<file path="config.mk">
export PLATFORM = sky130hd
export DESIGN_NAME = set_lookup_lru
export DESIGN_NICKNAME = d
export VERILOG_FILES = /design/src/rtl/set_lookup_lru_pkg.sv /design/src/rtl/sll_tag_store.sv /design/src/rtl/sll_way_eval.sv /design/src/rtl/sll_action.sv /design/src/rtl/set_lookup_lru.sv
export SDC_FILE = /design/constraint.sdc
export NUM_CORES = 1
export LEC_CHECK = 0
export CAP_MARGIN = 40
export CORE_UTILIZATION = 45
export CTS_CLUSTER_DIAMETER = 100
export CTS_CLUSTER_SIZE = 30
export DETAILED_ROUTE_END_ITERATION = 16
export SLEW_MARGIN = 20
export SYNTH_ARGS = -nofsm -noshare
export SYNTH_HDL_FRONTEND = slang
export SYNTH_SLANG_ARGS = --single-unit
</file>
<file path="constraint.sdc">
create_clock -name clk -period 14.2 [get_ports clk]
set_input_delay 2.84 -clock clk [delete_from_list [all_inputs] [get_ports clk]]
set_output_delay 2.84 -clock clk [all_outputs]
set_load 0.03 [all_outputs]
</file>
<file path="src/rtl/set_lookup_lru_pkg.sv">
package set_lookup_lru_pkg;

    // Action flags produced by the outcome decoder for one lookup.
    typedef struct packed {
        logic respond;     // answer the valid slots
        logic fwd_write;   // write sent straight to memory
        logic writeback;   // dirty victim goes to memory
        logic allocate;    // reserve a miss-status entry
        logic fill;        // line request to memory
        logic mark_dirty;  // hit way becomes dirty
        logic age_update;  // set ages are rewritten
    } lookup_plan_t;

    localparam lookup_plan_t PLAN_NONE = '0;

endpackage

</file>
<file path="src/rtl/sll_tag_store.sv">
module sll_tag_store #(
    parameter int WAYS  = 4,
    parameter int SETS  = 8,
    parameter int TAG_W = 8,
    parameter int AGE_W = 2,
    localparam int SET_W = $clog2(SETS),
    localparam int WAY_W = $clog2(WAYS)
) (
    input  logic                            clk,
    input  logic                            rst,
    input  logic [SET_W-1:0]                rd_set,
    output logic [WAYS-1:0]                 rd_valid,
    output logic [WAYS-1:0]                 rd_dirty,
    output logic [WAYS-1:0][TAG_W-1:0]      rd_tag,
    output logic [WAYS-1:0][AGE_W-1:0]      rd_age,
    input  logic                            upd_en,
    input  logic [SET_W-1:0]                upd_set,
    input  logic [WAYS-1:0][AGE_W-1:0]      upd_age,
    input  logic                            dirty_en,
    input  logic [WAY_W-1:0]                dirty_way,
    input  logic                            inst_en,
    input  logic [SET_W-1:0]                inst_set,
    input  logic [WAY_W-1:0]                inst_way,
    input  logic [TAG_W-1:0]                inst_tag
);

    logic [SETS-1:0][WAYS-1:0]             valid_q;
    logic [SETS-1:0][WAYS-1:0]             dirty_q;
    logic [SETS-1:0][WAYS-1:0][TAG_W-1:0]  tag_q;
    logic [SETS-1:0][WAYS-1:0][AGE_W-1:0]  age_q;

    assign rd_valid = valid_q[rd_set];
    assign rd_dirty = dirty_q[rd_set];
    assign rd_tag   = tag_q[rd_set];
    assign rd_age   = age_q[rd_set];

    // Install is applied last so it wins over a lookup update of the same way.
    always_ff @(posedge clk) begin
        if (rst) begin
            valid_q <= '0;
            dirty_q <= '0;
            tag_q   <= '0;
            age_q   <= '0;
        end else begin
            if (upd_en) begin
                age_q[upd_set] <= upd_age;
            end
            if (dirty_en) begin
                dirty_q[upd_set][dirty_way] <= 1'b1;
            end
            if (inst_en) begin
                valid_q[inst_set][inst_way] <= 1'b1;
                dirty_q[inst_set][inst_way] <= 1'b0;
                tag_q[inst_set][inst_way]   <= inst_tag;
                age_q[inst_set][inst_way]   <= '0;
            end
        end
    end

endmodule

</file>
<file path="src/rtl/sll_way_eval.sv">
module sll_way_eval #(
    parameter int WAYS  = 4,
    parameter int TAG_W = 8,
    parameter int AGE_W = 2,
    localparam int WAY_W = $clog2(WAYS)
) (
    input  logic [WAYS-1:0]             way_valid,
    input  logic [WAYS-1:0][TAG_W-1:0]  way_tag,
    input  logic [WAYS-1:0][AGE_W-1:0]  way_age,
    input  logic [TAG_W-1:0]            look_tag,
    output logic                        hit,
    output logic [WAY_W-1:0]            hit_way,
    output logic                        any_free,
    output logic [WAY_W-1:0]            victim_way,
    output logic [WAYS-1:0][AGE_W-1:0]  next_age
);

    localparam logic [AGE_W-1:0] AGE_MAX = {AGE_W{1'b1}};

    logic [WAYS-1:0]    match;
    logic [WAY_W-1:0]   free_way;
    logic [WAY_W-1:0]   oldest_way;
    logic [AGE_W-1:0]   oldest_age;

    // Per-way compare and saturating age step.
    for (genvar g = 0; g < WAYS; g++) begin : g_way
        assign match[g] = way_valid[g] && (way_tag[g] == look_tag);
        always_comb begin
            if (match[g]) begin
                next_age[g] = '0;
            end else if (way_valid[g] && (way_age[g] != AGE_MAX)) begin
                next_age[g] = way_age[g] + 1'b1;
            end else begin
                next_age[g] = way_age[g];
            end
        end
    end

    always_comb begin
        hit        = 1'b0;
        hit_way    = '0;
        any_free   = 1'b0;
        free_way   = '0;
        oldest_age = '0;
        oldest_way = '0;
        for (int w = 0; w < WAYS; w++) begin
            if (match[w]) begin
                hit     = 1'b1;
                hit_way = WAY_W'(w);
            end
            if (!way_valid[w]) begin
                any_free = 1'b1;
                free_way = WAY_W'(w);
            end else if (next_age[w] > oldest_age) begin
                oldest_age = next_age[w];
                oldest_way = WAY_W'(w);
            end
        end
        victim_way = any_free ? free_way : oldest_way;
    end

endmodule

</file>
<file path="src/rtl/sll_action.sv">
module sll_action
    import set_lookup_lru_pkg::*;
#(
    parameter bit WRITE_THROUGH = 1'b0,
    parameter bit WRITE_RSP     = 1'b1
) (
    input  logic         req_valid,
    input  logic         req_replay,
    input  logic         req_write,
    input  logic         hit,
    input  logic         any_free,
    input  logic         victim_dirty,
    input  logic         mshr_pending,
    output lookup_plan_t plan
);

    always_comb begin
        plan = PLAN_NONE;
        if (req_valid) begin
            if (req_replay) begin
                plan.respond = 1'b1;
            end else begin
                plan.age_update = 1'b1;
                if (hit) begin
                    if (req_write) begin
                        plan.fwd_write  = WRITE_THROUGH;
                        plan.mark_dirty = !WRITE_THROUGH;
                    end
                    plan.respond = !req_write || WRITE_RSP;
                end else if (req_write && WRITE_THROUGH) begin
                    plan.fwd_write = 1'b1;
                    plan.respond   = WRITE_RSP;
                end else begin
                    plan.allocate  = 1'b1;
                    plan.fill      = !mshr_pending;
                    plan.writeback = !WRITE_THROUGH && !any_free && victim_dirty;
                end
            end
        end
    end

endmodule

</file>
<file path="src/rtl/set_lookup_lru.sv">
module set_lookup_lru
    import set_lookup_lru_pkg::*;
#(
    parameter int WAYS          = 4,
    parameter int SETS          = 8,
    parameter int TAG_W         = 8,
    parameter int AGE_W         = 2,
    parameter int BANK_W        = 1,
    parameter int BANK_ID       = 1,
    parameter int OFFSET_W      = 4,
    parameter int PORTS         = 2,
    parameter int REQID_W       = 2,
    parameter int RTAG_W        = 4,
    parameter int MSHR_ID_W     = 2,
    parameter bit WRITE_THROUGH = 1'b0,
    parameter bit WRITE_RSP     = 1'b1,
    localparam int SET_W  = $clog2(SETS),
    localparam int WAY_W  = $clog2(WAYS),
    localparam int ADDR_W = TAG_W + SET_W + BANK_W + OFFSET_W
) (
    input  logic                       clk,
    input  logic                       rst,
    input  logic                       req_valid,
    input  logic                       req_replay,
    input  logic                       req_write,
    input  logic [SET_W-1:0]           req_set,
    input  logic [TAG_W-1:0]           req_tag,
    input  logic [PORTS-1:0]           req_slot_valid,
    input  logic [PORTS*REQID_W-1:0]   req_slot_id,
    input  logic [PORTS*RTAG_W-1:0]    req_slot_tag,
    input  logic                       inst_valid,
    input  logic [SET_W-1:0]           inst_set,
    input  logic [WAY_W-1:0]           inst_way,
    input  logic [TAG_W-1:0]           inst_tag,
    input  logic                       mshr_pending,
    input  logic [MSHR_ID_W-1:0]       mshr_alloc_id,
    output logic [PORTS-1:0]           rsp_valid,
    output logic [PORTS*REQID_W-1:0]   rsp_id,
    output logic [PORTS*RTAG_W-1:0]    rsp_tag,
    output logic                       mem_req_valid,
    output logic                       mem_req_write,
    output logic [ADDR_W-1:0]          mem_req_addr,
    output logic [MSHR_ID_W-1:0]       mem_req_tag,
    output logic                       wb_valid,
    output logic [ADDR_W-1:0]          wb_addr,
    output logic                       mshr_alloc_valid,
    output logic [SET_W-1:0]           mshr_alloc_set,
    output logic [TAG_W-1:0]           mshr_alloc_tag,
    output logic [WAY_W-1:0]           mshr_alloc_way,
    output logic                       mshr_alloc_write
);

    function automatic logic [ADDR_W-1:0] line_addr(input logic [TAG_W-1:0] t,
                                                    input logic [SET_W-1:0] s);
        return {t, s, BANK_W'(BANK_ID), {OFFSET_W{1'b0}}};
    endfunction

    logic [WAYS-1:0]             way_valid;
    logic [WAYS-1:0]             way_dirty;
    logic [WAYS-1:0][TAG_W-1:0]  way_tag;
    logic [WAYS-1:0][AGE_W-1:0]  way_age;
    logic [WAYS-1:0][AGE_W-1:0]  next_age;
    logic                        hit;
    logic [WAY_W-1:0]            hit_way;
    logic                        any_free;
    logic [WAY_W-1:0]            victim_way;
    lookup_plan_t                plan;

    sll_tag_store #(
        .WAYS(WAYS), .SETS(SETS), .TAG_W(TAG_W), .AGE_W(AGE_W)
    ) u_store (
        .clk      (clk),
        .rst      (rst),
        .rd_set   (req_set),
        .rd_valid (way_valid),
        .rd_dirty (way_dirty),
        .rd_tag   (way_tag),
        .rd_age   (way_age),
        .upd_en   (plan.age_update),
        .upd_set  (req_set),
        .upd_age  (next_age),
        .dirty_en (plan.mark_dirty),
        .dirty_way(hit_way),
        .inst_en  (inst_valid),
        .inst_set (inst_set),
        .inst_way (inst_way),
        .inst_tag (inst_tag)
    );

    sll_way_eval #(
        .WAYS(WAYS), .TAG_W(TAG_W), .AGE_W(AGE_W)
    ) u_eval (
        .way_valid (way_valid),
        .way_tag   (way_tag),
        .way_age   (way_age),
        .look_tag  (req_tag),
        .hit       (hit),
        .hit_way   (hit_way),
        .any_free  (any_free),
        .victim_way(victim_way),
        .next_age  (next_age)
    );

    sll_action #(
        .WRITE_THROUGH(WRITE_THROUGH), .WRITE_RSP(WRITE_RSP)
    ) u_action (
        .req_valid   (req_valid),
        .req_replay  (req_replay),
        .req_write   (req_write),
        .hit         (hit),
        .any_free    (any_free),
        .victim_dirty(way_dirty[victim_way]),
        .mshr_pending(mshr_pending),
        .plan        (plan)
    );

    always_ff @(posedge clk) begin
        if (rst) begin
            rsp_valid        <= '0;
            rsp_id           <= '0;
            rsp_tag          <= '0;
            mem_req_valid    <= 1'b0;
            mem_req_write    <= 1'b0;
            mem_req_addr     <= '0;
            mem_req_tag      <= '0;
            wb_valid         <= 1'b0;
            wb_addr          <= '0;
            mshr_alloc_valid <= 1'b0;
            mshr_alloc_set   <= '0;
            mshr_alloc_tag   <= '0;
            mshr_alloc_way   <= '0;
            mshr_alloc_write <= 1'b0;
        end else begin
            rsp_valid        <= plan.respond ? req_slot_valid : '0;
            rsp_id           <= req_slot_id;
            rsp_tag          <= req_slot_tag;
            mem_req_valid    <= plan.fwd_write || plan.fill;
            mem_req_write    <= plan.fwd_write || req_write;
            mem_req_addr     <= line_addr(req_tag, req_set);
            mem_req_tag      <= plan.fill ? mshr_alloc_id : '0;
            wb_valid         <= plan.writeback;
            wb_addr          <= line_addr(way_tag[victim_way], req_set);
            mshr_alloc_valid <= plan.allocate;
            mshr_alloc_set   <= req_set;
            mshr_alloc_tag   <= req_tag;
            mshr_alloc_way   <= victim_way;
            mshr_alloc_write <= req_write;
        end
    end

endmodule

</file>
==> summary by stage, run 1 <==
Run status
The flow ran to the end, and the final reports show no timing, DRC or antenna violations.

Place
The weighted congestion reported at the end of routability-driven placement is roughly 0.94. OpenSTA, run right after detailed placement, puts the worst setup slack at about 4 ns. During placement, the flow inserted port buffers numbering ~100. Detailed placement finished with a half-perimeter wire length of around 46000 um.

The placed instances occupy a cell area of approximately 20000 sq um.

CTS
For this design, the CTS-stage hold fixing added 0 buffers. The CTS H-tree depth is 1. The longest clock path from root to sink contains 3 buffers. Counting every sink on the clock net gives 426. Post-CTS repair changed the size of 0 cells. The later pin in the worst-skew pair is clocked with a latency of 0.56 ns.

TritonCTS built the clock tree. The cell sitting at the root of the clock tree is a sky130_fd_sc_hd__clkbuf_16. After clock tree synthesis, the setup repair step added 0 buffers. Clock-pin slew was measured on the worst setup and hold paths at 0.11 ns.

TritonCTS created 18 clock buffers.

Drt
The first-pass detailed-route iteration total is 6. For this block, the routed nets add up to around 65000 um of wire. The DRC marker count from the first detailed-route iteration is around 2000. For this block, the via count after detailed routing is approximately 16000. In the routed layout, each cell is associated on average with a via count of approximately 6.0.

Dividing the detail-routed wire length by the instance count gives between 20 and 25 um. In this run the remaining antenna-violating nets after routing total 0. The number of DRC violations after detailed routing is 0.

Final layout
The share of final-layout standard cells stronger than drive strength 1 is slightly below 8%. The area added between synthesis and finish is 9.78%. The number of antenna diodes in the final layout is 0. In the final design database the tool counted 2282 nets. The post-layout instance area is 20800 sq um.

Synthesis
After synthesis the cells add up to around 19000 sq um. Yosys printed 0 warnings. The number of storage elements in the synthesis netlist is around 430. After Yosys synthesis, and, or, nand and nor cells account for 21.1% of the synthesized area. The gate count after technology mapping is between 2000 and 2500. The most frequently used flop master after synthesis is sky130_fd_sc_hd__dfxtp_1.

The number of enable flip-flop cells after synthesis is 0. Summing the areas of all compound-gate instances in the mapped netlist gives around 13% of the synthesized area. The sequential area share after synthesis is between 40% and 50%. The combinational family with the most area after synthesis is simple AND/OR/NAND/NOR gates. The adder and majority gate portion of the synthesized area is less than 1%.

Summing the areas of all xor and xnor instances in the mapped netlist gives under 10% of the synthesized area. For this run, asynchronously set or reset flops after synthesis account for 0%. The mean instance size in the synthesized netlist is 8.50 sq um. Yosys mapped the design onto 67 distinct sky130hd cell types. The share of synthesized area spent on multiplexers is between 10 and 15%.

Timing
On the final layout, the worst hold slack is 0.459 ns. Clock skew on the completed layout was measured at about 0.025 ns. The smallest setup slack after layout is ~4.4 ns.

The routed design could run at a clock period as short as ~9.8 ns. In this run the tightest slew margin relative to its limit is 39.2%. Setup repair after global routing left no endpoint under its margin.

The transition time at the pin with the least slew margin is a little over 0.9 ns. The setup TNS after final layout is 0 ns. The count of endpoints failing setup in the final report is 0. The final clock period utilization by the worst path is about 69%. The number of failing hold endpoints at the final stage is 0.

The fmax is just over 100 MHz. The total count of max-transition violations in the final report came to 0.

Power
The clock power share is 31.8%. Summed over all nets, the switching power comes to ~0.00054 W. The cell internal power dissipation is ~0.0015 W. The relative contribution of combinational cells to total power is approximately a tenth. The total design power is between 0.002 and 0.0025 W. The analysis attributes to cell leakage a power of around 7.3 nW. The fraction of power spent switching nets is around a quarter.

The sequential share of power is around three fifths. IR analysis of the VDD net gives a maximum drop of 0.0919 mV. The total power divided by cell area is 100 nW/um^2.

Worst setup path
The kind of end point of the critical path is a flop. The type of origin of the critical path is a primary input. In this design, the stage delay of the slowest critical-path cell is around 0.69 ns.

The critical path is of the primary input to flop type. The worst flop-to-flop path startpoint is u_store.valid_q[28]. The data arrival at the endpoint of the critical path is roughly 10 ns. The required arrival time at the worst endpoint is approximately 15 ns. The origin of the worst setup path is req_set[1]. In this run the worst path has a maximum fanout of 37. For this design, the slowest cell found on the critical path is sky130_fd_sc_hd__mux2i_1.

GRT
The number of global-route vias before repair is roughly 15000. The number of antenna violations at the first check in global routing is 0. The first global-routing pass estimated 98900 um of wire. Entering global routing, the biggest net connects about 140 pins. The overall fraction of global-route tracks in use is around 30%.

The residual overflow from global routing is 0.

Floorplan
For this configuration, the core starts out at a cell density of between 40 and 50%. The floorplan step defined a die boundary enclosing 42900 sq um. The width of the chip is slightly above 200 um. The core region is between 40000 and 50000 sq um.

The die is around 210 um tall. The floorplan has 74 rows. about 110 I/O pins were placed.

Run
The number of max-cap violations is 0.

Worst hold path
The min-delay analysis places its worst path in the category flop to flop. The beginning of the worst hold path is u_store.tag_q[33].
## metal layers
layer	vias up	share of wire (%)	global-route usage, %
met5	-	0	0
met4	0	3.2	9.39
met3	123	8.6	3.92
met2	813	45	46.9
met1	7957	43	42.8
li1	7556	-	-
## final cells by class
type,instances,area (sq um)
sequential,426,8530
tap,532,666
inverter,13,48.8
clock inverter,3,55.1
clock buffer,20,489
multi-input combinational,1603,9460
timing repair buffer,161,1560
fill,3887,20400
## power groups by stage
| stage | Combinational, W | Clock [W] | Sequential, W |
|---|---|---|---|
| floorplan | 0.000124 | 0 | 0.00125 |
| global placement | 0.000198 | 0 | 0.00124 |
| detailed placement | 0.000204 | 0 | 0.00124 |
| CTS | 0.000204 | 0.000676 | 0.00121 |
| global route | 0.000218 | 0.000714 | 0.00121 |
| finish | 0.000207 | 0.000663 | 0.00121 |
## flip-flops by register name (all words and copies together) (netlist names)
name and count:
rsp_valid 2, u_store.tag_q 256, rsp_tag 8, rsp_id 4, wb_addr 8, u_store.age_q 64, wb_valid 1, mem_req_addr 12
u_store.dirty_q 32, mem_req_tag 2, mem_req_write 1, mshr_alloc_way 2, mshr_alloc_valid 1, u_store.valid_q 32, mem_req_valid 1
## cells by family after synthesis
family          count (synthesis)
simple gates                  941
flops                         426
compound gates                414
buf+inv                       209
mux                           196
xor+xnor                       32
fa+ha+maj                      12
other cells                     1
## synthesized netlist by cell type (4+ instances only)
cell	count	area, sq um
sky130_fd_sc_hd__mux2i_1	133	1330
sky130_fd_sc_hd__a22oi_1	26	195
sky130_fd_sc_hd__nor3_1	115	576
sky130_fd_sc_hd__buf_1	12	45.0
sky130_fd_sc_hd__mux4_2	41	923
sky130_fd_sc_hd__a22o_1	4	35.0
sky130_fd_sc_hd__buf_4	35	263
sky130_fd_sc_hd__buf_6	12	135
sky130_fd_sc_hd__inv_1	13	48.8
sky130_fd_sc_hd__nand2b_1	6	37.5
sky130_fd_sc_hd__ha_1	12	150
sky130_fd_sc_hd__xor2_1	10	87.6
sky130_fd_sc_hd__o22ai_1	30	188
sky130_fd_sc_hd__a41oi_1	8	70.1
sky130_fd_sc_hd__or2_2	5	31.3
sky130_fd_sc_hd__a31oi_1	10	62.6
sky130_fd_sc_hd__nor2b_1	32	200
sky130_fd_sc_hd__nor4_1	7	43.8
sky130_fd_sc_hd__o31a_1	17	149
sky130_fd_sc_hd__nand3_1	10	50.1
sky130_fd_sc_hd__xnor2_1	21	184
sky130_fd_sc_hd__and3b_1	4	35.0
sky130_fd_sc_hd__a21oi_1	276	1380
sky130_fd_sc_hd__o21ai_0	11	55.1
sky130_fd_sc_hd__dfxtp_1	426	8530
sky130_fd_sc_hd__nand2_1	561	2110
sky130_fd_sc_hd__or3b_2	4	35.0
sky130_fd_sc_hd__buf_2	9	45.0
sky130_fd_sc_hd__and2_1	6	37.5
sky130_fd_sc_hd__and3_1	7	43.8
sky130_fd_sc_hd__clkbuf_1	127	477
sky130_fd_sc_hd__mux2_2	19	214
sky130_fd_sc_hd__a221o_1	4	40.0
sky130_fd_sc_hd__nand4_1	4	25.0
sky130_fd_sc_hd__nor2_1	164	616
sky130_fd_sc_hd__a221oi_1	8	70.1
## final timing paths
| kind | to | slack, ns | cells past startpoint |
|---|---|---|---|
| worst min register to register | u_store.tag_q[33] | 0.46 | 2 |
| worst max register to register | wb_addr[15] | 7.78 | 25 |
| worst max-delay path | wb_addr[15] | 4.36 | 30 |
| worst min-delay path | u_store.tag_q[33] | 0.46 | 2 |
## worst max-delay path: cells and delay by family
family / cells / cell delay [ns]
simple gates: 8 / 1.46
fa+ha+maj: 4 / 1.11
compound gates: 10 / 1.90
buf+inv: 5 / 1.42
mux: 3 / 1.55
## through the flow
| stage | instances | utilization (%) |
|---|---|---|
| floorplan | 2238 | - |
| global placement | 2722 | 48.7 |
| detailed placement | 2734 | 49.2 |
| CTS | 2757 | 50.5 |
| global route | 2758 | 50.5 |
| finish | 2758 | 50.5 |
## placed cells by master (no fill, tap or decap), types with 11 or more instances in the layout
cell type / synthesis / final
sky130_fd_sc_hd__mux4_2: 41 / 41
sky130_fd_sc_hd__clkdlybuf4s50_1: 0 / 98
sky130_fd_sc_hd__xnor2_1: 21 / 21
sky130_fd_sc_hd__buf_4: 35 / 46
sky130_fd_sc_hd__nor3_1: 115 / 115
sky130_fd_sc_hd__nor2b_1: 32 / 32
sky130_fd_sc_hd__ha_1: 12 / 12
sky130_fd_sc_hd__a22oi_1: 26 / 26
sky130_fd_sc_hd__mux2_2: 19 / 19
sky130_fd_sc_hd__o21ai_0: 11 / 11
sky130_fd_sc_hd__inv_1: 13 / 13
sky130_fd_sc_hd__nand2_1: 561 / 561
sky130_fd_sc_hd__clkbuf_16: 0 / 19
sky130_fd_sc_hd__a21oi_1: 276 / 275
sky130_fd_sc_hd__o22ai_1: 30 / 30
sky130_fd_sc_hd__dfxtp_1: 426 / 426
sky130_fd_sc_hd__o31a_1: 17 / 17
sky130_fd_sc_hd__mux2i_1: 133 / 133
sky130_fd_sc_hd__nor2_1: 164 / 155
(Power assumes the default switching activity.)
==> inputs of run 2 (changes only) <==
PLACE_DENSITY = 0.66   (was default)
clock period = 8.56 ns   (was 14.2 ns; I/O delays follow)
==> run 2 against run 1 <==
Routed wire length rose by 0.51%. Setup slack got worse by 3.2 ns. Sequential power rose by 66%. Count of clock-buffer cells in the layout did not move. Hold slack improved by 0.0012 ns. Global-route usage barely moved. Critical path type unchanged. Largest cell class unchanged. Highest routed layer unchanged.
==> summary by stage, run 2 (synthesized netlist as in run 1, its figures left out) <==
Worst setup path
The required arrival time at the worst endpoint is 9.06 ns (was 14.71 ns). The critical path class is primary input to flop (unchanged). The kind of end point of the critical path is a flop (unchanged). The biggest cell delay along the critical path came to 0.58 ns (was 0.69 ns).

The worst flop-to-flop path startpoint is u_store.age_q[58] (was u_store.valid_q[28]). The type of origin of the critical path is a primary input (unchanged). The maximum net fanout on the critical path is 21 (was 37). The register-to-register setup slack is 2.60 ns (was 7.78 ns). The destination of the worst register-to-register timing path is wb_addr[9] (was wb_addr[15]). The slowest stage cell on the critical path was sky130_fd_sc_hd__mux2i_1 (unchanged). The count of cells along the worst register-to-register path is 26 (was 25). The data arrival at the endpoint of the critical path is 7.92 ns (was 10.35 ns).

Timing
The smallest clock period supported by the final layout is computed as about 7.4 ns. In the finished design, the share of the clock period the worst path needs comes to 86.7%. The count of endpoints failing setup in the final report came to 0 (unchanged). Setup repair after global routing missed its margin: no (unchanged).

The number of failing hold endpoints at the final stage is 0 (unchanged). The worst setup skew after layout came to 0.0336 ns (was 0.0250 ns). The total count of max-transition violations in the final report is 0 (unchanged). The transition time at the pin with the least slew margin is 1.25 ns (was 0.912 ns).

The setup TNS after final layout was 0 ns (unchanged). Based on the critical path, the design can be clocked at up to 135 MHz. The worst slew margin relative to its limit came to 16.4% (was 39.2%).

The smallest setup slack after layout was 1.14 ns (was 4.36 ns).

GRT
The number of global-route vias before repair is 15500 (was 15300). The global-route wire length before repair is 98700 um (was 98900 um). The overall fraction of global-route tracks in use came to 30.0% (about the same). The number of antenna violations at the first check in global routing came to 0 (unchanged). The pin count of the biggest net entering global routing came to 240 (was 142). The residual overflow from global routing is 0 (unchanged).

Drt
The number of DRC violations after detailed routing is 0 (unchanged). The number of vias in the routed layout was 16700 (was 16400). The DRC marker count from the first detailed-route iteration is 1961 (was 2052). The number of nets with antenna violations after detailed routing is 0 (unchanged). The routed length per placed instance was 23.7 um (about the same). The number of vias per cell after detailed routing is 6.02 (was 5.96).

The routed wire length is 65800 um (was 65500 um). The first-pass detailed-route iteration total is 9 (was 6).

Floorplan
The width of the chip is 207 um (unchanged). The starting density of the core is 46.0% (unchanged). The chip height came to 207 um (unchanged). The I/O pin total is 113 (unchanged). The number of core rows came to 74 (unchanged). The die outline area is 42900 sq um (unchanged). The area of the core is 41200 sq um (unchanged).

Place
The number of buffers inserted by port buffering is 104 (unchanged). The minimum setup slack after placement is 0.664 ns (was 3.89 ns). The weighted congestion reported at the end of routability-driven placement is 1.01 (was 0.942). The detailed-placement wirelength estimate was 46100 um (was 45900 um).

Run
The number of max-cap violations is 0 (unchanged).

Worst hold path
The beginning of the worst hold path is u_store.tag_q[125] (was u_store.tag_q[33]). The class of the tightest hold or removal check is flop to flop (unchanged). The capture endpoint of the worst hold path is u_store.tag_q[125] (was u_store.tag_q[33]). The hold path depth was 2 (unchanged).

CTS
The insertion delay to the later sink of the worst-skew pair was 0.57 ns (was 0.56 ns). The register clock-pin slew on the reported worst setup and hold paths was 0.12 ns (was 0.11 ns). The post-CTS setup buffer count came to 0 (unchanged). The CTS H-tree depth came to 1 (unchanged). The post-cts gate resize count is 0 (unchanged). The clock sink total came to 426 (unchanged). The number of buffers inserted during clock tree synthesis is 18 (unchanged). The TritonCTS clock tree is built (unchanged). The count of hold buffers inserted by post-cts repair was 0 (unchanged).

The number of buffers on the longest clock path is 3 (unchanged). The root buffer cell is sky130_fd_sc_hd__clkbuf_16 (unchanged).

Power
The largest vdd supply drop is 0.147 mV (was 0.0919 mV). The relative contribution of combinational cells to total power is 10.0% (about the same). The sequential share of power is 58.5% (was 58.2%).

The fraction of power spent switching nets is 25.7% (was 25.8%). The leakage power is 7.40 nW (was 7.35 nW). The total power divided by cell area was 165 nW/um^2 (was 100 nW/um^2). The clock power share came to 31.5% (was 31.8%). The net switching power is 0.000886 W (was 0.000538 W).

The cell internal power dissipation was 0.00256 W (was 0.00154 W).

Final layout
The area added between synthesis and finish was 10.2% (was 9.78%). The number of flip-flops in the largest register came to 256 (unchanged). The final-stage net count is 2296 (was 2282).

Most frequent cells in the layout: sky130_fd_sc_hd__nand2_1, sky130_fd_sc_hd__dfxtp_1, sky130_fd_sc_hd__a21oi_1, sky130_fd_sc_hd__nor2_1, sky130_fd_sc_hd__mux2i_1 (unchanged). Largest registers ranked by flip-flop count: u_store.tag_q: 256 flops, u_store.age_q: 64 flops (unchanged). The share of final-layout standard cells stronger than drive strength 1 was 8.75% (was 7.95%). The number of diodes came to 0 (unchanged). The most common cell after layout, fill and taps aside was sky130_fd_sc_hd__nand2_1 (unchanged). The register with the most flip-flops is u_store.tag_q (unchanged).

Run status
Status: finished clean (unchanged).
run 2: through the flow:
step	hold slack [ns]	area (sq um)	utilization [%]	power, W	std cells
floorplan	0.432	19000	-	0.00228	2238
global placement	0.438	20200	49.0	0.00239	2739
detailed placement	0.444	20400	49.4	0.00240	2749
CTS	0.460	20900	50.7	0.00345	2773
global route	0.475	20900	50.7	0.00354	2773
finish	0.460	20900	50.7	0.00344	2773
run 2: worst max-delay path, delay by kind of cell:
family,cells,cell delay (ns)
and+or+nand+nor,7,0.98
xor gates and xnor gates,1,0.23
adders and majority gates,3,0.78
muxes,4,2.03
buffers and inverters,3,0.72
AOI/OAI and AO/OA,7,1.42
run 2: power by group through the flow:
stage          combinational (W)  sequential [W]  clock [W]
2_1_floorplan           0.000205         0.00207          0
3_3_place_gp            0.000333         0.00206          0
3_5_place_dp            0.000338         0.00206          0
4_1_cts                 0.000340         0.00201    0.00110
5_1_grt                 0.000362         0.00201    0.00117
6_report                0.000345         0.00201    0.00108
run 2: worst max-delay path by stage:
stage | start | endpoint | cells past startpoint
floorplan | req_set[1] | wb_addr[14] | 35
global placement | req_set[2] | wb_addr[11] | 27
detailed placement | req_set[1] | wb_addr[9] | 25
CTS | req_set[1] | wb_addr[9] | 25
global route | req_set[2] | wb_addr[12] | 29
finish | req_set[1] | wb_addr[9] | 25
run 2: final cells by class:
type / instances / area [sq um]
fill: 3850 / 20300
tap: 532 / 666
clock buffer: 20 / 479
sequential: 426 / 8530
inverter: 13 / 48.8
multi-input combinational: 1603 / 9470
clock inverter: 4 / 58.8
timing repair buffer: 175 / 1640
run 2: layer usage:
| metal | share of wire [%] | GRT usage [%] |
|---|---|---|
| met1 | 41 | 40.9 |
| met2 | 45 | 47.9 |
| met3 | 9.1 | 3.83 |
| met4 | 4.7 | 12.7 |
| met5 | 0 | 0 |
